**config.mk**
```make
export PLATFORM = sky130hd
export DESIGN_NAME = warp_pending_table
export DESIGN_NICKNAME = d
export VERILOG_FILES = /design/src/rtl/wpt_pkg.sv /design/src/rtl/wpt_splitter.sv /design/src/rtl/wpt_entry.sv /design/src/rtl/warp_pending_table.sv
export SDC_FILE = /design/constraint.sdc
export NUM_CORES = 1
export LEC_CHECK = 0
export BUFFER_PORTS_ARGS = -buffer_cell sky130_fd_sc_hd__clkbuf_2
export CAP_MARGIN = 30
export CORE_ASPECT_RATIO = 2
export CORE_MARGIN = 1
export CORE_UTILIZATION = 57
export DETAILED_ROUTE_END_ITERATION = 12
export GPL_TIMING_DRIVEN = 0
export PLACE_DENSITY = 0.81
export SLEW_MARGIN = 20
export SYNTH_ARGS = -nofsm -noshare
export SYNTH_HDL_FRONTEND = slang
export SYNTH_SLANG_ARGS = --single-unit
export TNS_END_PERCENT = 10
```
**constraint.sdc**
```tcl
create_clock -name clk -period 7.65 [get_ports clk]
set_input_delay 0.3825 -clock clk [delete_from_list [all_inputs] [get_ports clk]]
set_output_delay 0.3825 -clock clk [all_outputs]
set_load 0.02 [all_outputs]
```
**src/rtl/wpt_pkg.sv**
```systemverilog
package wpt_pkg;

    localparam int unsigned DEF_THREADS = 8;
    localparam int unsigned DEF_ENTRIES = 4;
    localparam int unsigned DEF_ADDR_W  = 16;
    localparam int unsigned DEF_OFF_W   = 4;
    localparam int unsigned DEF_WARP_W  = 5;

    // Index of the lowest set bit; zero when none is set.
    function automatic int unsigned first_one(input logic [63:0] v);
        int unsigned idx;
        idx = 0;
        for (int i = 63; i >= 0; i--) begin
            if (v[i]) idx = i;
        end
        return idx;
    endfunction

endpackage

```
**src/rtl/wpt_splitter.sv**
```systemverilog
module wpt_splitter #(
    parameter int unsigned THREADS = 8,
    parameter int unsigned ADDR_W  = 16,
    parameter int unsigned OFF_W   = 4,
    parameter int unsigned ID_W    = 2
) (
    input  logic                        clk,
    input  logic                        rst,
    input  logic                        load,
    input  logic [THREADS-1:0]          load_mask,
    input  logic [THREADS*ADDR_W-1:0]   load_addr,
    input  logic [ID_W-1:0]             load_id,
    output logic                        busy,
    output logic                        req_valid,
    output logic [ADDR_W-OFF_W-1:0]     req_block,
    output logic [ID_W-1:0]             req_id,
    output logic [THREADS-1:0]          req_mask,
    output logic                        req_last
);
    import wpt_pkg::*;

    localparam int unsigned IDX_W = $clog2(THREADS);
    localparam int unsigned BLK_W = ADDR_W - OFF_W;

    logic [THREADS-1:0] rem;
    logic [ADDR_W-1:0]  addr_q [THREADS];
    logic [ID_W-1:0]    id_q;
    logic [IDX_W-1:0]   lead;
    logic [BLK_W-1:0]   lead_blk;
    logic [THREADS-1:0] grp;

    always_comb begin
        lead     = IDX_W'(first_one(64'(rem)));
        lead_blk = addr_q[lead][ADDR_W-1:OFF_W];
        for (int t = 0; t < THREADS; t++) begin
            grp[t] = rem[t] && (addr_q[t][ADDR_W-1:OFF_W] == lead_blk);
        end
    end

    assign busy      = |rem;
    assign req_valid = busy;
    assign req_block = lead_blk;
    assign req_id    = id_q;
    assign req_mask  = grp;
    assign req_last  = (rem & ~grp) == '0;

    always_ff @(posedge clk) begin
        if (rst) begin
            rem  <= '0;
            id_q <= '0;
        end else if (load) begin
            rem  <= load_mask;
            id_q <= load_id;
            for (int t = 0; t < THREADS; t++) begin
                addr_q[t] <= load_addr[t*ADDR_W +: ADDR_W];
            end
        end else if (busy) begin
            rem <= rem & ~grp;
        end
    end

    AST_REQ_DISJOINT: assert property (@(posedge clk) disable iff (rst)
        (req_valid && $past(req_valid)) |-> ((req_mask & $past(req_mask)) == '0));

    AST_REQ_ORDER: assert property (@(posedge clk) disable iff (rst)
        (req_valid && $past(req_valid)) |->
        ((req_mask & (($past(req_mask) & (~$past(req_mask) + 1'b1)) - 1'b1)) == '0));

endmodule

```
**src/rtl/wpt_entry.sv**
```systemverilog
module wpt_entry #(
    parameter int unsigned THREADS = 8,
    parameter int unsigned OFF_W   = 4,
    parameter int unsigned WARP_W  = 5,
    parameter int unsigned CNT_W   = 4
) (
    input  logic                       clk,
    input  logic                       rst,
    input  logic                       alloc,
    input  logic [WARP_W-1:0]          alloc_warp,
    input  logic [THREADS*OFF_W-1:0]   alloc_offs,
    input  logic                       issue,
    input  logic                       issue_last,
    input  logic                       rsp,
    output logic                       busy,
    output logic [WARP_W-1:0]          warp,
    output logic [THREADS*OFF_W-1:0]   offs,
    output logic                       finish
);
    logic             open_q;
    logic [CNT_W-1:0] cnt, cnt_n;

    always_comb begin
        cnt_n = cnt;
        if (issue && !rsp)      cnt_n = cnt + 1'b1;
        else if (!issue && rsp) cnt_n = cnt - 1'b1;
        finish = busy && rsp && (cnt_n == '0) && !(open_q && !issue_last);
    end

    always_ff @(posedge clk) begin
        if (rst) begin
            busy   <= 1'b0;
            open_q <= 1'b0;
            cnt    <= '0;
            warp   <= '0;
            offs   <= '0;
        end else if (alloc) begin
            busy   <= 1'b1;
            open_q <= 1'b1;
            cnt    <= '0;
            warp   <= alloc_warp;
            offs   <= alloc_offs;
        end else begin
            cnt <= cnt_n;
            if (issue_last) open_q <= 1'b0;
            if (finish)     busy   <= 1'b0;
        end
    end

    AST_RSP_HAS_PENDING: assert property (@(posedge clk) disable iff (rst)
        rsp |-> (busy && cnt != '0));

    AST_CNT_NO_OVERFLOW: assert property (@(posedge clk) disable iff (rst)
        issue |-> (cnt < CNT_W'(THREADS)));

endmodule

```
**src/rtl/warp_pending_table.sv**
```systemverilog
module warp_pending_table #(
    parameter int unsigned THREADS = wpt_pkg::DEF_THREADS,
    parameter int unsigned ENTRIES = wpt_pkg::DEF_ENTRIES,
    parameter int unsigned ADDR_W  = wpt_pkg::DEF_ADDR_W,
    parameter int unsigned OFF_W   = wpt_pkg::DEF_OFF_W,
    parameter int unsigned WARP_W  = wpt_pkg::DEF_WARP_W,
    localparam int unsigned ID_W   = $clog2(ENTRIES),
    localparam int unsigned BLK_W  = ADDR_W - OFF_W
) (
    input  logic                        clk,
    input  logic                        rst,
    input  logic                        in_valid,
    output logic                        in_ready,
    input  logic [WARP_W-1:0]           in_warp,
    input  logic [THREADS-1:0]          in_mask,
    input  logic [THREADS*ADDR_W-1:0]   in_addr,
    output logic                        req_valid,
    output logic [BLK_W-1:0]            req_block,
    output logic [ID_W-1:0]             req_id,
    output logic [THREADS-1:0]          req_mask,
    input  logic                        rsp_valid,
    input  logic [ID_W-1:0]             rsp_id,
    input  logic [THREADS-1:0]          rsp_mask,
    output logic [THREADS*OFF_W-1:0]    wb_offs,
    output logic                        done_valid,
    output logic [WARP_W-1:0]           done_warp
);
    import wpt_pkg::*;

    localparam int unsigned CNT_W = $clog2(THREADS + 1);

    logic                      split_busy, req_last;
    logic                      zero_in, accept, load;
    logic [ENTRIES-1:0]        busy_v, fin_v;
    logic [ID_W-1:0]           alloc_id;
    logic [THREADS*OFF_W-1:0]  in_offs;
    logic [WARP_W-1:0]         warp_v [ENTRIES];
    logic [THREADS*OFF_W-1:0]  offs_v [ENTRIES];
    logic [WARP_W-1:0]         fin_warp;
    logic [THREADS*OFF_W-1:0]  sel_offs;

    assign zero_in  = (in_mask == '0);
    assign alloc_id = ID_W'(first_one(64'(~busy_v)));
    assign in_ready = !split_busy && (zero_in ? !rsp_valid : (busy_v != '1));
    assign accept   = in_valid && in_ready;
    assign load     = accept && !zero_in;

    always_comb begin
        for (int t = 0; t < THREADS; t++) begin
            in_offs[t*OFF_W +: OFF_W] = in_addr[t*ADDR_W +: OFF_W];
        end
    end

    wpt_splitter #(
        .THREADS(THREADS), .ADDR_W(ADDR_W), .OFF_W(OFF_W), .ID_W(ID_W)
    ) u_split (
        .clk(clk), .rst(rst),
        .load(load), .load_mask(in_mask), .load_addr(in_addr), .load_id(alloc_id),
        .busy(split_busy),
        .req_valid(req_valid), .req_block(req_block), .req_id(req_id),
        .req_mask(req_mask), .req_last(req_last)
    );

    for (genvar e = 0; e < ENTRIES; e++) begin : g_ent
        wpt_entry #(
            .THREADS(THREADS), .OFF_W(OFF_W), .WARP_W(WARP_W), .CNT_W(CNT_W)
        ) u_ent (
            .clk(clk), .rst(rst),
            .alloc(load && alloc_id == ID_W'(e)),
            .alloc_warp(in_warp), .alloc_offs(in_offs),
            .issue(req_valid && req_id == ID_W'(e)),
            .issue_last(req_valid && req_last && req_id == ID_W'(e)),
            .rsp(rsp_valid && rsp_id == ID_W'(e)),
            .busy(busy_v[e]), .warp(warp_v[e]), .offs(offs_v[e]),
            .finish(fin_v[e])
        );
    end

    always_comb begin
        fin_warp = '0;
        for (int e = 0; e < ENTRIES; e++) begin
            if (fin_v[e]) fin_warp = fin_warp | warp_v[e];
        end
        sel_offs = offs_v[rsp_id];
        for (int t = 0; t < THREADS; t++) begin
            wb_offs[t*OFF_W +: OFF_W] = (rsp_valid && rsp_mask[t]) ? sel_offs[t*OFF_W +: OFF_W] : '0;
        end
    end

    always_ff @(posedge clk) begin
        if (rst) begin
            done_valid <= 1'b0;
            done_warp  <= '0;
        end else begin
            done_valid <= (accept && zero_in) || (fin_v != '0);
            done_warp  <= (accept && zero_in) ? in_warp : fin_warp;
        end
    end

    AST_ONE_FINISH: assert property (@(posedge clk) disable iff (rst)
        $onehot0(fin_v));

    AST_FULL_REFUSE: assert property (@(posedge clk) disable iff (rst)
        ((busy_v == '1) && !zero_in) |-> !in_ready);

    AST_SPLIT_HOLDS_INPUT: assert property (@(posedge clk) disable iff (rst)
        req_valid |-> !in_ready);

    AST_ZERO_DONE: assert property (@(posedge clk) disable iff (rst)
        (in_valid && in_ready && zero_in) |=> (done_valid && done_warp == $past(in_warp)));

endmodule

```
## Yosys cells after proc, flatten, opt, wreduce, memory -nomap -nowiden

Memories as Yosys holds them, arrays and structs flattened.
Index checks and enable logic that the tools add are counted.
Widths: inputs -> output; s select.

- $add $sub $neg: 8
- Equality and inequality tests: 18
- Reductions and logical operators: 105
- Bitwise operators: 7
- Muxes and demuxes: 118
- Order comparisons: 1

Operators by type and width:

| cell | count |
|---|---|
| $mux 2 | 64 |
| $eq 12x12->1 | 8 |
| $bmux 32 s2 | 1 |
| $mux 32 | 2 |
| $mux 4 | 16 |
| $not 4->64 | 1 |
| $logic_and 1x1->1 | 61 |
| $mux 5 | 5 |
| $mux 3 | 8 |
| $mux 1 | 20 |
| $logic_not 1->1 | 19 |
| $reduce_bool 2->1 | 9 |
| $add 4x1->4 const B | 4 |
| $logic_not 4->1 | 4 |
| $logic_not 8->1 | 2 |
| $mux 8 | 2 |
| $sub 4x1->4 const B | 4 |
| $or 5x5->5 | 3 |
| $eq 2x2->1 const B | 6 |
| $and 8x8->8 | 1 |
| $not 8->8 | 1 |
| $reduce_or 2->1 | 4 |
| $reduce_or 8->1 | 1 |
| $eq 2x1->1 const B | 3 |
| 6 further kinds | 8 |

- Input port bits: 155
- Output and inout bits: 62
- Flip-flop bits (word level): 188
- Word-level logic and storage cells: 282
- Memories: 1
- Bits in writable memories: 128

Memories:

| memory | words | bits a word | rd ports | clocked after memory_dff | write ports | line | RTL |
|---|---|---|---|---|---|---|---|
| u_split.addr_q | 8 | 16 | 9 | 0 | 8 | wpt_splitter.sv:26 | `logic [ADDR_W-1:0] addr_q [THREADS];` |

## Longest topological paths before layout

Gate-level depths: netlist (run 1).

- Depth in word-level cells: 68
- Mapped depth: 14
- Gate-level depth less buffers: 13

## By module

Synthesis (run 1) repeated with hierarchy kept, for this count alone.

- Cells, all modules: 1233
- Area, all modules: 13650.6 sq um

By module, submodules not included:

| module | sequential area each (sq um) | instances | area an instance (sq um) | cells each |
|---|---|---|---|---|
| wpt_entry | 860.8 | 4 | 1670.4 | 163 |
| wpt_splitter | 3083.0 | 1 | 5429.0 | 435 |
| warp_pending_table | 120.1 | 1 | 1540.2 | 146 |

## Worst setup path after synthesis (run 1)

No wires, ideal clock.

- Path kind: register -> register
- From: reg u_split.rem[4]
- To: mem u_split.addr_q[0][10], enable pin
- Period minus slack after synthesis: 6.451 ns
- Data required time: 7.098 ns
- Buffers on the path: 1
- Setup time: 0.552 ns
- Arrival time: 5.899 ns
- Cell stages (with the launch flop): 9
- Path slack: 1.199 ns
- Cells stage by stage: dfxtp_1 nor4_2 and3_1 inv_1 nor2_1 and2_1 nand2_1 clkbuf_1 nor2_1

RTL lines:

| element | line | RTL |
|---|---|---|
| start: declaration | wpt_splitter.sv:25 | `logic [THREADS-1:0] rem;` |
| start signal: assignment | wpt_splitter.sv:52 | `rem <= load_mask;` |
| start signal: assignment | wpt_splitter.sv:58 | `rem <= rem & ~grp;` |
| end: declaration | wpt_splitter.sv:26 |  |

## Worst setup path after layout (run 1)

- From: reg u_split.rem[1]
- To: reg done_warp[2]

- Word-level cells in the longest chain between the ends: 22
- Elaborated cells between the ends (all ways): 88
- Classes of those cells: eq/ne (8); mux (15); bitwise (5); reduce/logical (59); memory (1)

RTL lines:

| element | line | RTL |
|---|---|---|
| $mux 3 (2 in series) | wpt_pkg.sv:14 | `if (v[i]) idx = i;` |
| $mem_v2 8x16 | -- |  |
| $eq 12x12->1 | wpt_splitter.sv:36 | `grp[t] = rem[t] && (addr_q[t][ADDR_W-1:OFF_W] == lead_blk);` |
| $logic_and 1x1->1 | wpt_splitter.sv:36 |  |
| $not 8->8 | wpt_splitter.sv:45 | `assign req_last = (rem & ~grp) == '0;` |
| $and 8x8->8 | wpt_splitter.sv:45 |  |
| $logic_not 8->1 | wpt_splitter.sv:45 |  |
| $logic_and 1x1->1 (2 in series) | warp_pending_table.sv:72 | `.issue_last(req_valid && req_last && req_id == ID_W'(e)),` |
| [4 not listed] | -- |  |
| $mux 5 | warp_pending_table.sv:82 | `if (fin_v[e]) fin_warp = fin_warp \| warp_v[e];` |
| $or 5x5->5 | warp_pending_table.sv:82 |  |
| $mux 5 | warp_pending_table.sv:82 |  |
| $or 5x5->5 | warp_pending_table.sv:82 |  |
| $mux 5 | warp_pending_table.sv:82 |  |
| $or 5x5->5 | warp_pending_table.sv:82 |  |
| $mux 5 | warp_pending_table.sv:82 |  |
| $mux 5 * | warp_pending_table.sv:96 | `done_warp <= (accept && zero_in) ? in_warp : fin_warp;` |
| end signal: assignment | warp_pending_table.sv:96 |  |
| end: declaration | warp_pending_table.sv:26 | `output logic [WARP_W-1:0] done_warp` |

Every way passes the cells marked *; elsewhere a longest branch is shown, timed or not.
A chain may end at the register's enable or synchronous reset.

==> results of run 1 <==
layout make-up:
type | count | area, um2 | share of cell area, %
Tap cell | 280 | 350 | 2.25
Clock inverter | 7 | 35.0 | 0.225
Inverter | 35 | 131 | 0.844
Sequential cell | 284 | 6650 | 42.7
Buffer | 91 | 352 | 2.26
Multi-Input combinational cell | 970 | 6010 | 38.6
Timing Repair Buffer | 230 | 1290 | 8.28
Clock buffer | 38 | 757 | 4.86
Yosys cell counts (all sizes together) (5+ instances only):
| cell | count |
|---|---|
| nor3 | 19 |
| nand2 | 316 |
| edfxtp | 96 |
| ha | 8 |
| a22oi | 11 |
| a2111oi | 5 |
| o31ai | 8 |
| xnor2 | 98 |
| o221a | 9 |
| dfxtp | 188 |
| a21oi | 178 |
| a311oi | 5 |
| o21ai | 31 |
| o221ai | 15 |
| inv | 35 |
| and3 | 44 |
| mux4 | 32 |
| nor2 | 37 |
| nand3 | 50 |
| nand4 | 6 |
| a31oi | 14 |
| nor4 | 29 |
| buf | 13 |
| clkbuf | 78 |
repair_timing:
item                                   in CTS  in global routing
gates resized for setup                     0                  0
hold buffers                               10                  2
endpoints found under the hold margin      10                  2
layout by cell type (no fill, tap or decap), types with 5 or more instances in the layout:
master / Yosys / routed
edfxtp_1: 96 / 96
a311oi_1: 5 / 5
o31ai_1: 8 / 8
a31oi_1: 14 / 14
clkbuf_1: 78 / 85
mux4_2: 32 / 32
buf_1: 5 / 5
clkbuf_16: 0 / 27
o221ai_1: 15 / 15
nand4_1: 6 / 6
buf_2: 8 / 8
o21ai_1: 8 / 8
ha_1: 8 / 8
a21oi_4: 9 / 9
o221a_2: 6 / 6
nand3_1: 50 / 50
a22oi_1: 11 / 11
dfxtp_1: 188 / 188
nand2_1: 316 / 316
clkbuf_2: 0 / 212
dlygate4sd3_1: 0 / 12
a21oi_1: 169 / 169
nor4_1: 28 / 27
inv_1: 35 / 38
o21ai_0: 22 / 22
and3_1: 44 / 44
nor2_1: 36 / 35
nor3_1: 19 / 19
xnor2_1: 98 / 98
stage by stage:
stage               instances  worst slack (ps)  hold WS (ps)  util, %
floorplan                1380              1200           432        -
global placement         1872              -278           438     64.2
detailed placement       1876              1780           444     64.6
CTS                      1931              1760         0.114     68.6
global route             1935              1400        0.0881     68.8
finish                   1935              1520          4.45     68.8
flip-flops by register name (all words and copies together), names as in the netlist:
name,flops
u_split.req_id,2
u_split.addr_q,96
g_ent.u_ent.open_q,4
g_ent.u_ent.offs,128
g_ent.u_ent.warp,20
done_valid,1
g_ent.u_ent.busy,4
done_warp,5
u_split.rem,8
g_ent.u_ent.cnt,16
worst max-delay path, delay by kind of cell (launching register included):
| kind | cells | cell delay (ps) |
|---|---|---|
| AOI/OAI and AO/OA | 8 | 3140 |
| and+or+nand+nor | 3 | 1590 |
| buffers and inverters | 1 | 640 |
| DFF | 1 | 390 |
| xor gates and xnor gates | 1 | 190 |
metal layers:
metal  GRT usage (%)  up-vias
li1                -     5420
met1            34.0     5563
met2            68.2      653
met3            8.96      201
met4            33.5        0
met5               0        -
kinds of logic (layout without fill, tap and decap cells):
kind of cell,Yosys count,in the layout,synth area share [%]
simple gates,528,528,18.1
compound gates,302,302,14.7
flops,284,284,50.6
buf+inv,126,401,3.68
xor+xnor,100,100,6.67
mux,32,32,5.49
fa+ha+maj,8,8,0.763
power by group:
group	switching (mW)	internal, mW
sequential	0.106	1.71
clock	0.562	0.682
combinational	1.35	0.712
total	2.02	3.10
final timing paths:
path	from	depth (start not counted)	slack, ps	to
hold / removal	in_addr[69]	1	4	u_split.addr_q[4][5]$_DFFE_PP_
hold reg to reg	g_ent[3].u_ent.offs[0]$_SDFFE_PP0P_	2	450	g_ent[3].u_ent.offs[0]$_SDFFE_PP0P_
setup / recovery	u_split.rem[1]$_SDFFE_PP0P_	13	1520	done_warp[2]$_SDFF_PP0_
setup reg to reg	u_split.rem[1]$_SDFFE_PP0P_	13	1520	done_warp[2]$_SDFF_PP0_
==> run_results.csv, run 1 <==
group,metric,value,unit
outcome,status,"finished clean",
worst_setup_path,worstPathCellList,"or2_1, nor4_1, clkbuf_1, o221ai_1, a31oi_1, a21oi_4, xnor2_1, nor4_2, a31oi_1, a2111o_1, o31ai_1, a22oi_1, a311oi_1",
clock_network,clock_sinks,284,
place,dp_hpwl,33000,um
worst_hold_path,hold_path_class,"primary input to flip-flop",
synthesis,synth_top_area_share,28.7,%
detailed_routing,drt-total-wl,44900,um
detailed_routing,dr_wl_met3,3460,um
sta,fin_crit_sh,80.2,%
worst_setup_path,slowest_stage,"nor4_2",
power_and_ir_drop,total_power,5.12,mW
synthesis,synth-seq-area-share,50.6,%
sta,skew,25.7,ps
synthesis,ys_ff_latch,284,
worst_setup_path,cp_max_fo,10,
sta,report.final.slew_viol_count,0,
detailed_routing,ant_nets,0,
detailed_routing,routed.top_layer,"met4",
detailed_routing,via_per_inst,6.12,
grt,grt_pass1_wl,66000,um
grt,gr-total-overflow,0,
detailed_routing,drt-initial-drc-count,947,
synthesis,synth_cell_types,60,
clock_network,clk_path_buf_depth,3,
power_and_ir_drop,vdd_ir_drop_max,0.303,mV
clock_network,cts_setup_buffers,0,
synthesis,synth_cells,1380,
power_and_ir_drop,cellPowerDensity,329,nW/um2
synthesis,synthTopCellsByArea,"dfxtp_1 (29%), edfxtp_1 (22%), nand2_1 (9.0%)",
sta,rsz0062_at_grt,"no",
floorplan,die_h,217,um
floorplan,start_util,58.0,%
clock_network,cts_made_buffers,25,
grt,grt_usage,38.0,%
clock_network,h-tree-depth,1,
sta,finalSetupViolCount,0,
final_layout,final_area,15600,um2
detailed_routing,wl_met1,13600,um
detailed_routing,drc,0,
worst_setup_path,crit_path_end_kind,"flip-flop",
sta,period_needed,6130,ps
synthesis,synth-main-ff-cell,"dfxtp_1",
detailed_routing,drtPass1Iterations,5,
clock_network,worstSkewPairLatency,560,ps
final_layout,layout-drive-gt1-share,19.4,%
sta,hold_violations,0,
worst_setup_path,path_class,"flip-flop to flip-flop",
sta,tightest_slew,1120,ps
detailed_routing,avgRoutedWirePerCell,23.2,um
detailed_routing,vias,11800,
final_layout,antennaDiodeCount,0,
worst_setup_path,worstSetupStartpointType,"flip-flop",
synthesis,syn_area,13100,um2
worst_setup_path,cp.required,8040,ps
worst_setup_path,cpMostUsedCell,"a31oi_1",
final_layout,num-nets-final,1800,
floorplan,coreArea,22600,um2
flow_run,max-cap-violations,0,
synthesis,synth_area_per_cell,9.51,um2
sta,tns,0,ps
floorplan,die_area,23700,um2
clock_network,cts.clk_slew.worst_paths,70,ps
sta,slew_headroom,24.8,%
synthesis,syn-num-nets,1543,
sta,fmax,163,MHz
synthesis,synthArstFlopShare,0,%
grt,antenna_found_initial,0,
worst_setup_path,cp.arrival,6530,ps
synthesis,yosys_warnings,0,
place,placed_cell_area,14600,um2
final_layout,syn_to_final_growth,18.6,%
synthesis,synth_edf_count,96,
floorplan,ios,217,
final_layout,n_fill_cell,1872,
synthesis,yosysTopAreaCell,"dfxtp_1",
floorplan,die_w,109,um
grt,grt_pass1_vias,12000,
clock_network,clockRootBuffer,"clkbuf_16",
place,portBuffers,212,
worst_setup_path,slowest_delay,710,ps
place,gp_congestion,1.02,
clock_network,cts_tree,"yes",
grt,grt_start_max_net_pins,31,
floorplan,row_count,78,
power_and_ir_drop,p_leak,5.70,nW
detailed_routing,met2WireLength,23800,um
Note: power is estimated with default switching activity, not from simulation.
==> run 2, diff against run 1 <==
- ABC_AREA: default -> 1
- CORE_UTILIZATION: 57 -> 51
- PLACE_DENSITY: 0.81 -> 0.76
- clock period: 7.65 -> 5.4 ns (I/O delays scaled with it)
==> run 2 against run 1 <==
  * Cell area grew 12%
  * Final cell count grew 26%
  * Clock skew is 11 ps lower
  * Sequential share of layout area fell by 4.5 points
  * Core utilization fell by 2.2 points
  * Die area grew 15%
  * Synthesized cell count up 22%
  * Hold slack improved by 9.9 ps
  * Global-route usage decreased by 1.7 points
  * Count of clock-buffer cells in the layout shrank 4
  * Setup slack worse by 320 ps
  * Sequential cell count did not move
==> run_results.csv, run 2 <==
group,metric,value,unit
outcome,status,"finished clean",
final_layout,layout-drive-gt1-share,16.2,%
worst_setup_path,slowest_delay,530,ps
synthesis,yosys_warnings,0,
synthesis,synth_cells,1687,
worst_setup_path,worstPathCellList,"inv_1, nand2_1, nand3_1, a31oi_4, buf_2, nand3_1, nand3_2, nand2_4, xnor2_1, nand2_1, nor2_1, nand3_1, nand2_1, nand2_1, nor2_2, nand3_1, nand2_2, nand2_2, o21ai_1, nor2_1, nor2_1",
clock_network,cts_made_buffers,26,
synthesis,synth_top_area_share,27.8,%
power_and_ir_drop,cellPowerDensity,445,nW/um2
floorplan,coreArea,26200,um2
power_and_ir_drop,clock_power_share,26.4,%
floorplan,die_h,232,um
sta,fin_crit_sh,77.9,%
grt,grt_start_max_net_pins,31,
place,dp_hpwl,34000,um
power_and_ir_drop,p_int,4.62,mW
power_and_ir_drop,p_leak,7.18,nW
power_and_ir_drop,power.switching,3.13,mW
worst_setup_path,worstSetupStartpointType,"flip-flop",
detailed_routing,drtPass1Iterations,5,
synthesis,synthArstFlopShare,0,%
synthesis,syn_area,13500,um2
sta,skew,14.4,ps
synthesis,synth-main-ff-cell,"dfxtp_1",
sta,slew_headroom,35.8,%
floorplan,row_count,84,
synthesis,syn-num-nets,1850,
clock_network,clockRootBuffer,"clkbuf_16",
clock_network,cts_tree,"yes",
worst_setup_path,cp.arrival,4660,ps
synthesis,ys_ff_latch,284,
worst_setup_path,path_class,"flip-flop to flip-flop",
detailed_routing,vias,13900,
sta,hold_violations,0,
detailed_routing,drt-total-wl,48800,um
detailed_routing,via_per_inst,5.72,
detailed_routing,avgRoutedWirePerCell,20.1,um
synthesis,synth-seq-area-share,49.1,%
sta,rsz0062_at_grt,"no",
clock_network,cts-resized-gates,0,
clock_network,hold_buffers,131,
final_layout,n_fill_cell,2134,
detailed_routing,routed.top_layer,"met4",
sta,period_needed,4210,ps
flow_run,max-cap-violations,0,
detailed_routing,dr_wl_met3,4270,um
final_layout,syn_to_final_growth,28.6,%
grt,grt_pass1_vias,14100,
floorplan,ios,217,
synthesis,synth_area_per_cell,8.03,um2
grt,gr-total-overflow,0,
detailed_routing,drt-initial-drc-count,1135,
synthesis,synthTopCellsByArea,"dfxtp_1 (28%), edfxtp_1 (21%), nand3_1 (6.7%)",
final_layout,final_common_cell,"nand2_1",
detailed_routing,drc,0,
grt,grt_pass1_wl,73900,um
power_and_ir_drop,p_seq_share,33.3,%
worst_setup_path,crit_path_end_kind,"flip-flop",
floorplan,start_util,51.8,%
synthesis,yosys-top-cells-count,"nand2_1 (235), inv_1 (202), dfxtp_1 (188)",
final_layout,largest_reg_flops,128,
sta,report.final.slew_viol_count,0,
final_layout,final_cell_mix,"nand2_1 (235), clkbuf_2 (216), inv_1 (202)",
worst_setup_path,slowest_stage,"xnor2_1",
clock_network,clk_path_buf_depth,3,
detailed_routing,wl_met1,15400,um
power_and_ir_drop,swShare,40.4,%
worst_setup_path,cp_max_fo,10,
sta,tns,0,ps
final_layout,final-seq-area,6650,um2
synthesis,yosysMostFrequentCell,"nand2_1",
detailed_routing,met2WireLength,25000,um
grt,grt_usage,36.4,%
final_layout,top_register,"g_ent.u_ent.offs",
worst_hold_path,hold_path_class,"primary input to flip-flop",
floorplan,die_area,27300,um2
synthesis,synth_cell_types,41,
final_layout,multi_input_comb_area,5750,um2
sta,finalSetupViolCount,0,
final_layout,num-nets-final,2228,
final_layout,top_regs,"g_ent.u_ent.offs: 128 flops, u_split.addr_q: 96 flops, g_ent.u_ent.warp: 20 flops",
clock_network,cts.clk_slew.worst_paths,60,ps
synthesis,synth_edf_count,96,
power_and_ir_drop,vdd_ir_drop_max,0.283,mV
synthesis,yosysTopAreaCell,"dfxtp_1",
sta,holdWs,14.3,ps
place,portBuffers,216,
floorplan,die_w,117,um
detailed_routing,ant_nets,0,
power_and_ir_drop,combPwrFrac,40.2,%
clock_network,worstSkewPairLatency,560,ps
clock_network,clock_sinks,284,
place,gp_congestion,0.962,
clock_network,h-tree-depth,1,
worst_setup_path,cp.required,5850,ps
clock_network,cts_setup_buffers,0,
sta,tightest_slew,955,ps
sta,fmax,238,MHz
grt,antenna_found_initial,3,
## run 2: changes by cell type after synthesis, sizes merged, moves of 32 or more
cell / previous run / this run
inv: 35 / 206
nor2: 37 / 181
and3: 44 / 0
o21ai: 31 / 170
a21oi: 178 / 128
nand3: 50 / 204
mux4: 32 / 0
nand2: 316 / 257
xnor2: 98 / 23
## run 2: power by group through the flow
stage                     combinational, mW  clock [mW]  sequential [mW]
after detailed placement               2.82           0             2.62
after global routing                   3.37        2.14             2.61
after floorplan                        1.93           0             2.59
after global placement                 2.76           0             2.63
after CTS                              2.91        2.07             2.58
final                                  3.12        2.05             2.59
## run 2: critical path, delay by kind of cell, from the launching register on
kind                   cells  cell delay [ps]
AND/OR/NAND/NOR           16             2170
buffers and inverters      2              530
flip-flops                 1              360
AO/OA/AOI/OAI              2              510
XOR/XNOR                   1              530
## run 2: cell type report
type / instances / area share (%)
Antenna cell: 3 / 0.0431
Buffer: 86 / 2.21
Timing Repair Buffer: 350 / 14.2
Inverter: 207 / 4.46
Clock inverter: 14 / 1.12
Sequential cell: 284 / 38.2
Tap cell: 344 / 2.47
Multi-Input combinational cell: 1110 / 33.0
Clock buffer: 34 / 4.33
## run 2: kinds of logic (layout without fill, tap and decap cells)
logic type	count (synthesis)	after routing	synth area share, %
compound gates	374	374	15.3
xor+xnor	33	33	2.13
fa+ha+maj	8	8	0.739
buf+inv	293	691	8.58
flops	284	284	49.1
mux	3	3	0.231
other cells	0	3	0
simple gates	692	692	23.9
## run 2: metal layers
metal	up-vias	track usage, %
li1	6454	-
met1	6456	33.4
met2	761	64.6
met3	233	9.85
met4	0	30.0
met5	-	0.784
## run 2: worst paths after layout
path,depth (start not counted),slack [ps],end,from
setup reg to reg,21,1190,done_warp[3]$_SDFF_PP0_,u_split.rem[7]$_SDFFE_PP0P_
hold / removal,3,10,g_ent[1].u_ent.offs[24]$_SDFFE_PP0P_,in_addr[96]
setup / recovery,21,1190,done_warp[3]$_SDFF_PP0_,u_split.rem[7]$_SDFFE_PP0P_
hold reg to reg,2,450,g_ent[0].u_ent.offs[24]$_SDFFE_PP0P_,g_ent[0].u_ent.offs[24]$_SDFFE_PP0P_
## run 2: per-stage QoR
stage / cells / util, % / power (mW) / area [um2] / setup WS (ps)
final: 2432 / 66.5 / 7.75 / 17400 / 1190
after global routing: 2430 / 66.5 / 8.11 / 17400 / 923
after detailed placement: 2250 / 57.9 / 5.44 / 15100 / 1650
after CTS: 2429 / 66.5 / 7.56 / 17400 / 1620
after global placement: 2247 / 57.5 / 5.38 / 15100 / -199
after floorplan: 1687 / - / 4.52 / 13500 / 464
